--- src/rtl/sadc_pkg.sv ---
package sadc_pkg;

   typedef enum logic [1:0] {
      PH_IDLE  = 2'd0,
      PH_FRAME = 2'd1,
      PH_GAP   = 2'd2
   } sadc_phase_e;

   localparam int unsigned LEAD_ZEROS = 4;

   // half-period ticks from chip select low to chip select high
   function automatic int unsigned frame_ticks(input int unsigned res);
      return 2 * (res + LEAD_ZEROS - 1) + 1;
   endfunction

   function automatic bit res_supported(input int unsigned res);
      return (res == 8) || (res == 10) || (res == 12);
   endfunction

endpackage

--- src/rtl/sadc_tick_gen.sv ---
module sadc_tick_gen #(
   parameter int unsigned DIV_HALF = 10
) (
   input  logic clk,
   input  logic rst_n,
   input  logic run,
   output logic tick
);

   generate
      if (DIV_HALF == 1) begin : g_every_cycle
         logic unused_ok;
         assign unused_ok = clk ^ rst_n;
         assign tick = run;
      end else begin : g_counter
         localparam int unsigned CW = $clog2(DIV_HALF);
         localparam logic [CW-1:0] TOP = CW'(DIV_HALF - 1);
         logic [CW-1:0] cnt;

         always_ff @(posedge clk or negedge rst_n) begin
            if (!rst_n) begin
               cnt <= '0;
            end else if (!run || tick) begin
               cnt <= '0;
            end else begin
               cnt <= cnt + 1'b1;
            end
         end

         assign tick = run && (cnt == TOP);
      end
   endgenerate

endmodule

--- src/rtl/sadc_seq.sv ---
module sadc_seq
   import sadc_pkg::*;
#(
   parameter int unsigned RES_BITS = 12,
   parameter int unsigned GAP_SCK  = 2
) (
   input  logic clk,
   input  logic rst_n,
   input  logic tick,
   input  logic start_i,
   input  logic free_run_i,
   output logic run,
   output logic cs_n,
   output logic sck,
   output logic pre_smp,
   output logic dat_smp,
   output logic fin
);

   localparam int unsigned LAST_T = frame_ticks(RES_BITS);
   localparam int unsigned GAP_T  = 2 * GAP_SCK;
   localparam int unsigned TMAX   = (LAST_T > GAP_T) ? LAST_T : GAP_T;
   localparam int unsigned TW     = $clog2(TMAX + 1);

   localparam logic [TW-1:0] T_FIRST     = TW'(1);
   localparam logic [TW-1:0] T_PRE_END   = TW'(2 * (LEAD_ZEROS - 1));
   localparam logic [TW-1:0] T_DAT_BEG   = TW'(2 * LEAD_ZEROS);
   localparam logic [TW-1:0] T_LAST_RISE = TW'(LAST_T - 1);
   localparam logic [TW-1:0] T_LAST      = TW'(LAST_T);
   localparam logic [TW-1:0] T_GAP       = TW'(GAP_T);

   sadc_phase_e   phase;
   logic [TW-1:0] tcnt;
   logic [TW-1:0] t_next;
   logic          pend;
   logic          in_frame;
   logic          rising;

   assign t_next   = tcnt + 1'b1;
   assign in_frame = (phase == PH_FRAME);
   assign rising   = !t_next[0];
   assign run      = (phase != PH_IDLE);

   // leading bit 1 before the first fall, bits 2..4 on rises 1..3
   assign pre_smp = tick && in_frame &&
                    ((t_next == T_FIRST) || (rising && (t_next <= T_PRE_END)));
   assign dat_smp = tick && in_frame && rising &&
                    (t_next >= T_DAT_BEG) && (t_next <= T_LAST_RISE);
   assign fin     = tick && in_frame && (t_next == T_LAST);

   always_ff @(posedge clk or negedge rst_n) begin
      if (!rst_n) begin
         phase <= PH_IDLE;
         tcnt  <= '0;
         cs_n  <= 1'b1;
         sck   <= 1'b1;
         pend  <= 1'b0;
      end else begin
         case (phase)
            PH_IDLE: begin
               if (start_i || pend || free_run_i) begin
                  phase <= PH_FRAME;
                  cs_n  <= 1'b0;
                  tcnt  <= '0;
                  pend  <= 1'b0;
               end
            end
            PH_FRAME: begin
               if (start_i) pend <= 1'b1;
               if (tick) begin
                  if (t_next == T_LAST) begin
                     cs_n  <= 1'b1;
                     phase <= PH_GAP;
                     tcnt  <= '0;
                  end else begin
                     tcnt <= t_next;
                     sck  <= rising;
                  end
               end
            end
            PH_GAP: begin
               if (start_i) pend <= 1'b1;
               if (tick) begin
                  if (t_next == T_GAP) begin
                     phase <= PH_IDLE;
                     tcnt  <= '0;
                  end else begin
                     tcnt <= t_next;
                  end
               end
            end
            default: phase <= PH_IDLE;
         endcase
      end
   end

endmodule

--- src/rtl/sadc_shreg.sv ---
module sadc_shreg #(
   parameter int unsigned RES_BITS = 12
) (
   input  logic                clk,
   input  logic                rst_n,
   input  logic                sdo_i,
   input  logic                pre_smp,
   input  logic                dat_smp,
   input  logic                fin,
   output logic [RES_BITS-1:0] result,
   output logic                valid,
   output logic                pre_err
);

   logic [RES_BITS-1:0] sh;
   logic                bad;

   always_ff @(posedge clk or negedge rst_n) begin
      if (!rst_n) begin
         sh      <= '0;
         bad     <= 1'b0;
         result  <= '0;
         valid   <= 1'b0;
         pre_err <= 1'b0;
      end else begin
         valid   <= 1'b0;
         pre_err <= 1'b0;
         if (pre_smp) bad <= bad | sdo_i;
         if (dat_smp) sh <= {sh[RES_BITS-2:0], sdo_i};
         if (fin) begin
            bad <= 1'b0;
            if (bad) begin
               pre_err <= 1'b1;
            end else begin
               valid  <= 1'b1;
               result <= sh;
            end
         end
      end
   end

endmodule

--- src/rtl/sadc_capture.sv ---
module sadc_capture
   import sadc_pkg::*;
#(
   parameter int unsigned SYS_CLK_HZ = 50_000_000,
   parameter int unsigned DIV_HALF   = 10,
   parameter int unsigned RES_BITS   = 12,
   parameter int unsigned GAP_SCK    = 2,
   parameter int unsigned SCK_MIN_HZ = 150_000,
   parameter int unsigned SCK_MAX_HZ = 3_400_000
) (
   input  logic                clk,
   input  logic                rst_n,
   input  logic                start_i,
   input  logic                free_run_i,
   input  logic                sdo_i,
   output logic                cs_n_o,
   output logic                sck_o,
   output logic [RES_BITS-1:0] result_o,
   output logic                valid_o,
   output logic                pre_err_o
);

   localparam int unsigned SCK_HZ = SYS_CLK_HZ / (2 * DIV_HALF);

   generate
      if (!res_supported(RES_BITS)) begin : g_bad_res
         $error("sadc_capture: RES_BITS must be 8, 10 or 12");
      end
      if ((SCK_HZ < SCK_MIN_HZ) || (SCK_HZ > SCK_MAX_HZ)) begin : g_bad_sck
         $error("sadc_capture: DIV_HALF puts the serial clock outside its window");
      end
      if (GAP_SCK < 2) begin : g_bad_gap
         $error("sadc_capture: GAP_SCK must be at least 2");
      end
   endgenerate

   logic run;
   logic tick;
   logic pre_smp;
   logic dat_smp;
   logic fin;

   sadc_tick_gen #(
      .DIV_HALF (DIV_HALF)
   ) i_tick (
      .clk   (clk),
      .rst_n (rst_n),
      .run   (run),
      .tick  (tick)
   );

   sadc_seq #(
      .RES_BITS (RES_BITS),
      .GAP_SCK  (GAP_SCK)
   ) i_seq (
      .clk        (clk),
      .rst_n      (rst_n),
      .tick       (tick),
      .start_i    (start_i),
      .free_run_i (free_run_i),
      .run        (run),
      .cs_n       (cs_n_o),
      .sck        (sck_o),
      .pre_smp    (pre_smp),
      .dat_smp    (dat_smp),
      .fin        (fin)
   );

   sadc_shreg #(
      .RES_BITS (RES_BITS)
   ) i_shreg (
      .clk     (clk),
      .rst_n   (rst_n),
      .sdo_i   (sdo_i),
      .pre_smp (pre_smp),
      .dat_smp (dat_smp),
      .fin     (fin),
      .result  (result_o),
      .valid   (valid_o),
      .pre_err (pre_err_o)
   );

endmodule

--- config.mk ---
export PLATFORM = sky130hd
export DESIGN_NAME = sadc_capture
export DESIGN_NICKNAME = d
export VERILOG_FILES = /design/src/rtl/sadc_pkg.sv /design/src/rtl/sadc_tick_gen.sv /design/src/rtl/sadc_seq.sv /design/src/rtl/sadc_shreg.sv /design/src/rtl/sadc_capture.sv
export SDC_FILE = /design/constraint.sdc
export NUM_CORES = 1
export LEC_CHECK = 0
export CORE_ASPECT_RATIO = 1.2
export CORE_MARGIN = 2
export CORE_UTILIZATION = 61
export DETAILED_ROUTE_END_ITERATION = 10
export PLACE_DENSITY = 0.84
export SYNTH_ARGS = -nofsm -noshare
export SYNTH_HDL_FRONTEND = slang
export SYNTH_HIERARCHICAL = 1
export SYNTH_SLANG_ARGS = --single-unit
--- constraint.sdc ---
create_clock -name clk -period 4 [get_ports clk]
set_input_delay 0.4 -clock clk [delete_from_list [all_inputs] [get_ports clk]]
set_output_delay 0.4 -clock clk [all_outputs]
set_load 0.01 [all_outputs]
==> flow_summary.yaml, run 1 <==
status:
  outcome: "finished, final reports clean"
die:
  floorplan.die_area_um2: 4034
  floorplan.core_area_um2: 3367
  die_width_um: 58.32
  initial_util_pct: 64.14
  design.portCount: 21
  die-height_um: 69.18
  placementRows: 23
power:
  clock_power_share_pct: 38.8
  power-per-cell-area_nw_per_um2: 283.9
  power.sequential.fraction_pct: 59.6
  power_switching_share_pct: 20.39
  ir_drop_uv: 308.7
  power_switching_w: 0.0001418
  fraction_of_power_consumed_by_combinational_cells_pct: 1.6
  power.internal_w: 0.0005535
  p_leak_nw: 1.146
sta:
  finalClockSkew_ps: 10.22
  rsz0062_at_grt: "false"
  final.period_utilization_pct: 66.94
  final-hold-violation-count: 0
  max_clock_freq_mhz: 373.5
  finalCriticalPeriod_ps: 2678
  final-max-slew-violation-count: 0
  setup_tns_after_final_layout_ps: 0
  worst_pin_slew_ps: 872.8
  worst_slack_setup_final_ps: 1322
  slew_headroom_pct: 41.81
  setup-violations-final: 0
routing:
  drt-pass1-iter-count: 4
  drt-initial-drc-count: 70
  routedWlPerCell_um: 15.38
  ant_nets: 0
  detail_route.drc_violations: 0
  postRouteWirelength_um: 3644
  num_vias: 1386
  detail_route.vias_per_cell: 5.848
cts:
  cts_tree: "built"
  clk_latency_ps: 300
  cts_sinks: 41
  cts_max_level: 2
  numCtsBuffers: 5
  cts_repair_resize_count: 0
  cts_setup_buffers: 0
  clkSlewWorstSetupHoldPaths_ps: 80
  cts-root-buf: "sky130_fd_sc_hd__clkbuf_8"
  postCtsHoldBufs: 0
  maximum_root_to_sink_buffer_count: 2
finish:
  area_delta_synth_final_pct: 13.38
  antenna-diode-count: 0
  final_net_count: 217
  final_layout_size_suffix_gt1_share_pct: 23.00
critical_path:
  path_delay_family: "simple AND/OR/NAND/NOR gates"
  crit_path_frequent_cell: "sky130_fd_sc_hd__inv_1"
  worstSetupStartpointType: "register"
  rr_worst_depth: 8
  worst-r2r-setup-slack_ps: 1320
  crit_slowest_cell: "sky130_fd_sc_hd__nor3b_1"
  worst_r2r_endpoint: "i_shreg/result[7]"
  timing.critical_path.to_type: "register"
  buffers_and_inverters_on_the_worst_path: 2
  timing_worst_setup_path_type: "register to register"
  timing.rr.start: "i_seq/phase[0]"
  cp.arrival_ps: 2860
  max_stage_delay_ps: 640
  required_ps: 4180
  path_max_fanout: 13
  worstPathCellList: "inv_1 -> ha_1 -> inv_1 -> nor3b_1 -> nand2_1 -> nor2_1 -> nand2b_4 -> mux2_4"
placement:
  dp.final_hpwl_um: 2614
  dp_slack_ps: 1332
  io_buffers: 20
  finalWeightedCongestion: 0.8701
global_route:
  grt_max_degree: 42
  grt_util_all_layers_pct: 20.25
  grt_antenna_before_repair: 0
  grt_pass1_wl_um: 6299
  grt_util_met2_pct: 30.59
  grt_residual_overflow: 0
  global_routing_s_busiest_layer: "met2"
  via_count_of_the_first_global_routing_pass: 1355
  groute.layer.met1.usage_pct: 27.90
  met3_resource_use_gr_pct: 6.157
synth:
  cell_type_with_the_largest_total_area_after_synthesis: "sky130_fd_sc_hd__dfrtp_1"
  mappedNetlistNets: 197
  ys_warn_count: 6
  synth_edf_count: 0
  synthesis.area_per_instance_um2: 12.00
  syn-instance-count: 180
  dominantRegCellSynth: "sky130_fd_sc_hd__dfrtp_1"
  yosys.cell_types.count: 50
  synth_seq_area_share_pct: 47.62
  ys_ff_latch: 41
  yosys.area.top_type_share_pct: 45.19
  yosys-top-cells-area: "sky130_fd_sc_hd__dfrtp_1, sky130_fd_sc_hd__mux2_2, sky130_fd_sc_hd__ha_1, sky130_fd_sc_hd__mux2_4, sky130_fd_sc_hd__dfstp_2"
  synthesis.area_um2: 2160
  synthArstFlopShare_pct: 100.0
flow_run:
  maxCapViolCount: 0
min_path:
  tightest_hold_check_type: "input port to asynchronous set/reset pin"
cell usage in the layout (no fill, tap or decap), types with 3 or more instances in the layout:
cell type and count:
sky130_fd_sc_hd__ha_1 12, sky130_fd_sc_hd__clkbuf_8 6, sky130_fd_sc_hd__xor2_1 3, sky130_fd_sc_hd__nand3_1 3, sky130_fd_sc_hd__mux2_2 15, sky130_fd_sc_hd__dfrtp_1 39
sky130_fd_sc_hd__nor3b_1 5, sky130_fd_sc_hd__o21ai_0 4, sky130_fd_sc_hd__nor2_1 10, sky130_fd_sc_hd__nand2_1 13, sky130_fd_sc_hd__mux2_4 10, sky130_fd_sc_hd__clkdlybuf4s50_1 19
sky130_fd_sc_hd__inv_1 11, sky130_fd_sc_hd__a21oi_1 4
logic make-up (layout without fill, tap and decap cells):
logic type	after synthesis	count (layout)	synth area share, %
buffers and inverters	19	39	4.229
adder cells (fa/ha/maj)	12	12	6.952
flip-flops	41	41	47.62
XOR/XNOR	3	3	1.217
AND/OR/NAND/NOR	49	49	12.98
multiplexers	26	26	15.30
AO/OA/AOI/OAI	30	30	11.70
worst max-delay path by stage:
stage | from | end | slack, ps | cells past startpoint
finish | i_seq/phase[0] | i_shreg/result[7] | 1320 | 8
global route | i_seq/phase[0] | i_shreg/sh[5] | 1050 | 8
CTS | i_seq/phase[0] | i_shreg/result[7] | 1350 | 8
detailed placement | i_seq/phase[0] | i_shreg/result[7] | 1330 | 8
global placement | i_seq/phase[0] | i_shreg/result[6] | 1520 | 8
floorplan | i_seq/phase[0] | i_shreg/sh[10] | 1510 | 8
state kept, by name (all words and copies together) (netlist names), 2 cells and up:
signal / cells
i_shreg/result: 12
i_shreg/sh: 12
i_seq/tcnt: 5
i_tick/g_counter.cnt: 4
i_seq/phase: 2
power groups by stage:
stage | sequential, W | combinational, W | clock (W)
2_1_floorplan | 0.000422 | 0.0000000287 | 0
3_3_place_gp | 0.000422 | 0.0000113 | 0
3_5_place_dp | 0.000422 | 0.0000119 | 0
4_1_cts | 0.000414 | 0.0000118 | 0.000279
5_1_grt | 0.000414 | 0.0000132 | 0.000293
6_report | 0.000414 | 0.0000113 | 0.000270
worst register-to-register path: stages (launching register included):
cell	delay, ps
sky130_fd_sc_hd__dfrtp_1	410
sky130_fd_sc_hd__inv_1	110
sky130_fd_sc_hd__ha_1	240
sky130_fd_sc_hd__inv_1	120
sky130_fd_sc_hd__nor3b_1	640
sky130_fd_sc_hd__nand2_1	210
sky130_fd_sc_hd__nor2_1	290
sky130_fd_sc_hd__nand2b_4	200
sky130_fd_sc_hd__mux2_4	340
per-stage QoR:
stage	utilization, %	hold slack, ps	std cells	cell area, µm²	total power, W
final	72.72	216.0	237	2449	0.0006953
after global routing	72.72	289.5	237	2449	0.0007204
after CTS	72.72	237.7	237	2449	0.0007053
after detailed placement	70.05	495.5	230	2359	0.0004343
after global placement	70.05	479.4	230	2359	0.0004337
after floorplan	-	104.4	180	2160	0.0004225
Yosys cell counts (2+ instances only):
cell and instances:
sky130_fd_sc_hd__a21o_1 2, sky130_fd_sc_hd__dfrtp_1 39, sky130_fd_sc_hd__nand2b_1 2, sky130_fd_sc_hd__buf_2 4, sky130_fd_sc_hd__nand3_1 3, sky130_fd_sc_hd__o21ai_0 4, sky130_fd_sc_hd__dfstp_2 2, sky130_fd_sc_hd__o21bai_1 2
sky130_fd_sc_hd__nor3_1 2, sky130_fd_sc_hd__xor2_1 3, sky130_fd_sc_hd__inv_1 11, sky130_fd_sc_hd__mux2_2 15, sky130_fd_sc_hd__nor2_1 10, sky130_fd_sc_hd__nor2b_1 2, sky130_fd_sc_hd__buf_4 2, sky130_fd_sc_hd__o211ai_1 2
sky130_fd_sc_hd__ha_1 12, sky130_fd_sc_hd__and2_1 2, sky130_fd_sc_hd__nand2_1 13, sky130_fd_sc_hd__a21oi_1 4, sky130_fd_sc_hd__mux2_4 10, sky130_fd_sc_hd__o21a_1 2, sky130_fd_sc_hd__nor3b_1 5
area by class of cell:
class,instances,area [µm²]
repair buffers,21,202.7
flip-flops and latches,41,1028
fillers,245,918.4
clock inverters,1,7.507
well taps,37,46.29
multi-input cells,120,1040
clock buffers,6,82.58
inverters,11,41.29
routing by layer:
layer,up-vias,share of wire (%)
met3,2,4.3
met5,-,0
met1,679,46
li1,666,-
met2,39,49
met4,0,0.58
(Power assumes the default switching activity.)
==> run 2: changes to the inputs <==
- CORE_UTILIZATION: 61 -> 51
- PLACE_DENSITY: 0.84 -> 0.75
- clock period: 4 -> 2.35 ns (I/O delays scaled with it)
==> flow_summary.yaml, run 2 (same netlist as run 1, synthesis figures left out) <==
cts:
  cts-root-buf: "sky130_fd_sc_hd__clkbuf_8"
  cts_tree: "built"
  clk_latency_ps: 290
  clkSlewWorstSetupHoldPaths_ps: 70
  numCtsBuffers: 5
  cts_max_level: 2
  maximum_root_to_sink_buffer_count: 2
  postCtsHoldBufs: 0
  cts_sinks: 41
placement:
  io_buffers: 20
  place_inst: 252
  dp.final_hpwl_um: 2880
  finalWeightedCongestion: 0.9678
  placed_area_um2: 2422
  dp_slack_ps: 124.0
sta:
  final.period_utilization_pct: 91.75
  finalClockSkew_ps: 6.840
  final-max-slew-violation-count: 0
  setup_tns_after_final_layout_ps: 0
  max_clock_freq_mhz: 463.8
  final-hold-violation-count: 0
  finalCriticalPeriod_ps: 2156
  rsz0062_at_grt: "false"
  setup-violations-final: 0
  worst_pin_slew_ps: 871.5
  worst_slack_setup_final_ps: 193.8
  slew_headroom_pct: 41.90
die:
  floorplan.die_area_um2: 4773
  placementRows: 25
  floorplan.core_area_um2: 4004
  die-height_um: 75.28
  die_width_um: 63.40
  design.portCount: 21
  initial_util_pct: 53.94
critical_path:
  cp.arrival_ps: 2330
  worstSetupStartpointType: "register"
  timing_worst_setup_path_type: "register to register"
  timing.critical_path.to_type: "register"
  rr_worst_depth: 7
  max_stage_delay_ps: 590
  path_max_fanout: 5
  worstPathCellList: "inv_1 -> ha_1 -> or4b_1 -> nand4_2 -> a2bb2oi_2 -> a21oi_2 -> mux2_4"
  required_ps: 2520
  crit_slowest_cell: "sky130_fd_sc_hd__or4b_1"
routing:
  drt-initial-drc-count: 87
  postRouteWirelength_um: 3850
  num_vias: 1433
  detail_route.vias_per_cell: 5.512
  drt-pass1-iter-count: 4
  routedWlPerCell_um: 14.81
  ant_nets: 0
  detail_route.drc_violations: 0
flow_run:
  maxCapViolCount: 0
global_route:
  grt_util_all_layers_pct: 18.14
  grt_residual_overflow: 0
  via_count_of_the_first_global_routing_pass: 1429
  grt_pass1_wl_um: 6741
  grt_max_degree: 42
  grt_antenna_before_repair: 0
finish:
  number_of_non_filler_instances_in_the_completed_layout: 260
  layout_common_cells: "sky130_fd_sc_hd__dfrtp_1, sky130_fd_sc_hd__clkdlybuf4s50_1, sky130_fd_sc_hd__mux2_2"
  mostFrequentLayoutCell: "sky130_fd_sc_hd__dfrtp_1"
  antenna-diode-count: 0
  final_layout_size_suffix_gt1_share_pct: 27.18
  finished_cell_area_um2: 2521
  area_delta_synth_final_pct: 16.74
  layout.filler_cells: 326
  final_net_count: 222
  reg.largest.list: "i_shreg/result: 12 flops, i_shreg/sh: 12 flops, i_seq/tcnt: 5 flops"
min_path:
  tightest_hold_check_type: "input port to asynchronous set/reset pin"
power:
  power_switching_w: 0.0002517
  ir_drop_uv: 226.8
  p_leak_nw: 1.170
  power-per-cell-area_nw_per_um2: 462.7
  power.sequential.fraction_pct: 60.4
  fraction_of_power_consumed_by_combinational_cells_pct: 1.6
  power_switching_share_pct: 21.58
  power.internal_w: 0.0009148
  clock_power_share_pct: 38.0
status:
  outcome: "finished, final reports clean"
==> run 2: cell types whose count changed in the layout (fill, tap and decap cells not counted), sizes merged <==
cell / before / now
buf: 2 / 7
clkinv: 0 / 2
clkbuf: 6 / 5
==> run 2: cell type report <==
class                      count  area (µm²)  share of cell area, %
clock buffer                   5       68.82                  2.730
tap                           54       67.56                  2.680
timing repair buffer          26       240.2                  9.529
inverter                      11       41.29                  1.638
multi-input combinational    120        1057                  41.94
sequential                    41        1028                  40.79
clock inverter                 3       17.52                 0.6948
==> run 2: power by group through the flow <==
stage             logic (W)  registers [W]  clock network, W
4_1_cts           0.0000200       0.000705          0.000459
2_1_floorplan  0.0000000484       0.000719                 0
3_5_place_dp      0.0000199       0.000719                 0
5_1_grt           0.0000223       0.000705          0.000489
6_report          0.0000187       0.000705          0.000443
3_3_place_gp      0.0000196       0.000719                 0
==> run 2: worst paths after layout <==
path	to	slack (ps)	from
worst min-delay path	i_seq/phase[1]	60	rst_n
worst max-delay path	i_seq/phase[0]	190	i_seq/phase[1]
worst max register to register	i_seq/phase[0]	190	i_seq/phase[1]
min in group clk	i_tick/g_counter.cnt[0]	490	i_tick/g_counter.cnt[0]
max in group asynchronous	i_shreg/valid	1750	rst_n
worst min register to register	i_tick/g_counter.cnt[0]	490	i_tick/g_counter.cnt[0]
==> run 2: repair_timing <==
| item | CTS | global route |
|---|---|---|
| endpoints found under the hold margin | 0 | 0 |
| setup endpoints to repair | 0 | 24 |
| gates resized for setup | 0 | 3 |
| buffers inserted | 0 | 0 |
==> run 2: critical path: cells and delay by family (launching register included) <==
kind            cells  cell delay, ps
flops               1             410
simple gates        2             750
compound gates      2             240
buf+inv             1             130
fa+ha+maj           1             220
mux                 1             290
==> run 2: layer usage <==
layer  vias to the layer above  GRT usage (%)  wire, µm
met5                         -              0         0
met3                         6          3.737       124
li1                        669              -         -
met4                         0          5.797        65
met1                       726          20.85      1627
met2                        32          34.15      2033
==> run 2: metrics by stage <==
stage	total power [W]	hold WS [ps]	utilization, %
detailed placement	0.0007388	403.3	60.50
finish	0.001167	56.89	62.97
CTS	0.001184	85.63	62.66
floorplan	0.0007192	-60.59	-
global placement	0.0007385	393.4	60.50
global route	0.001216	134.9	62.97
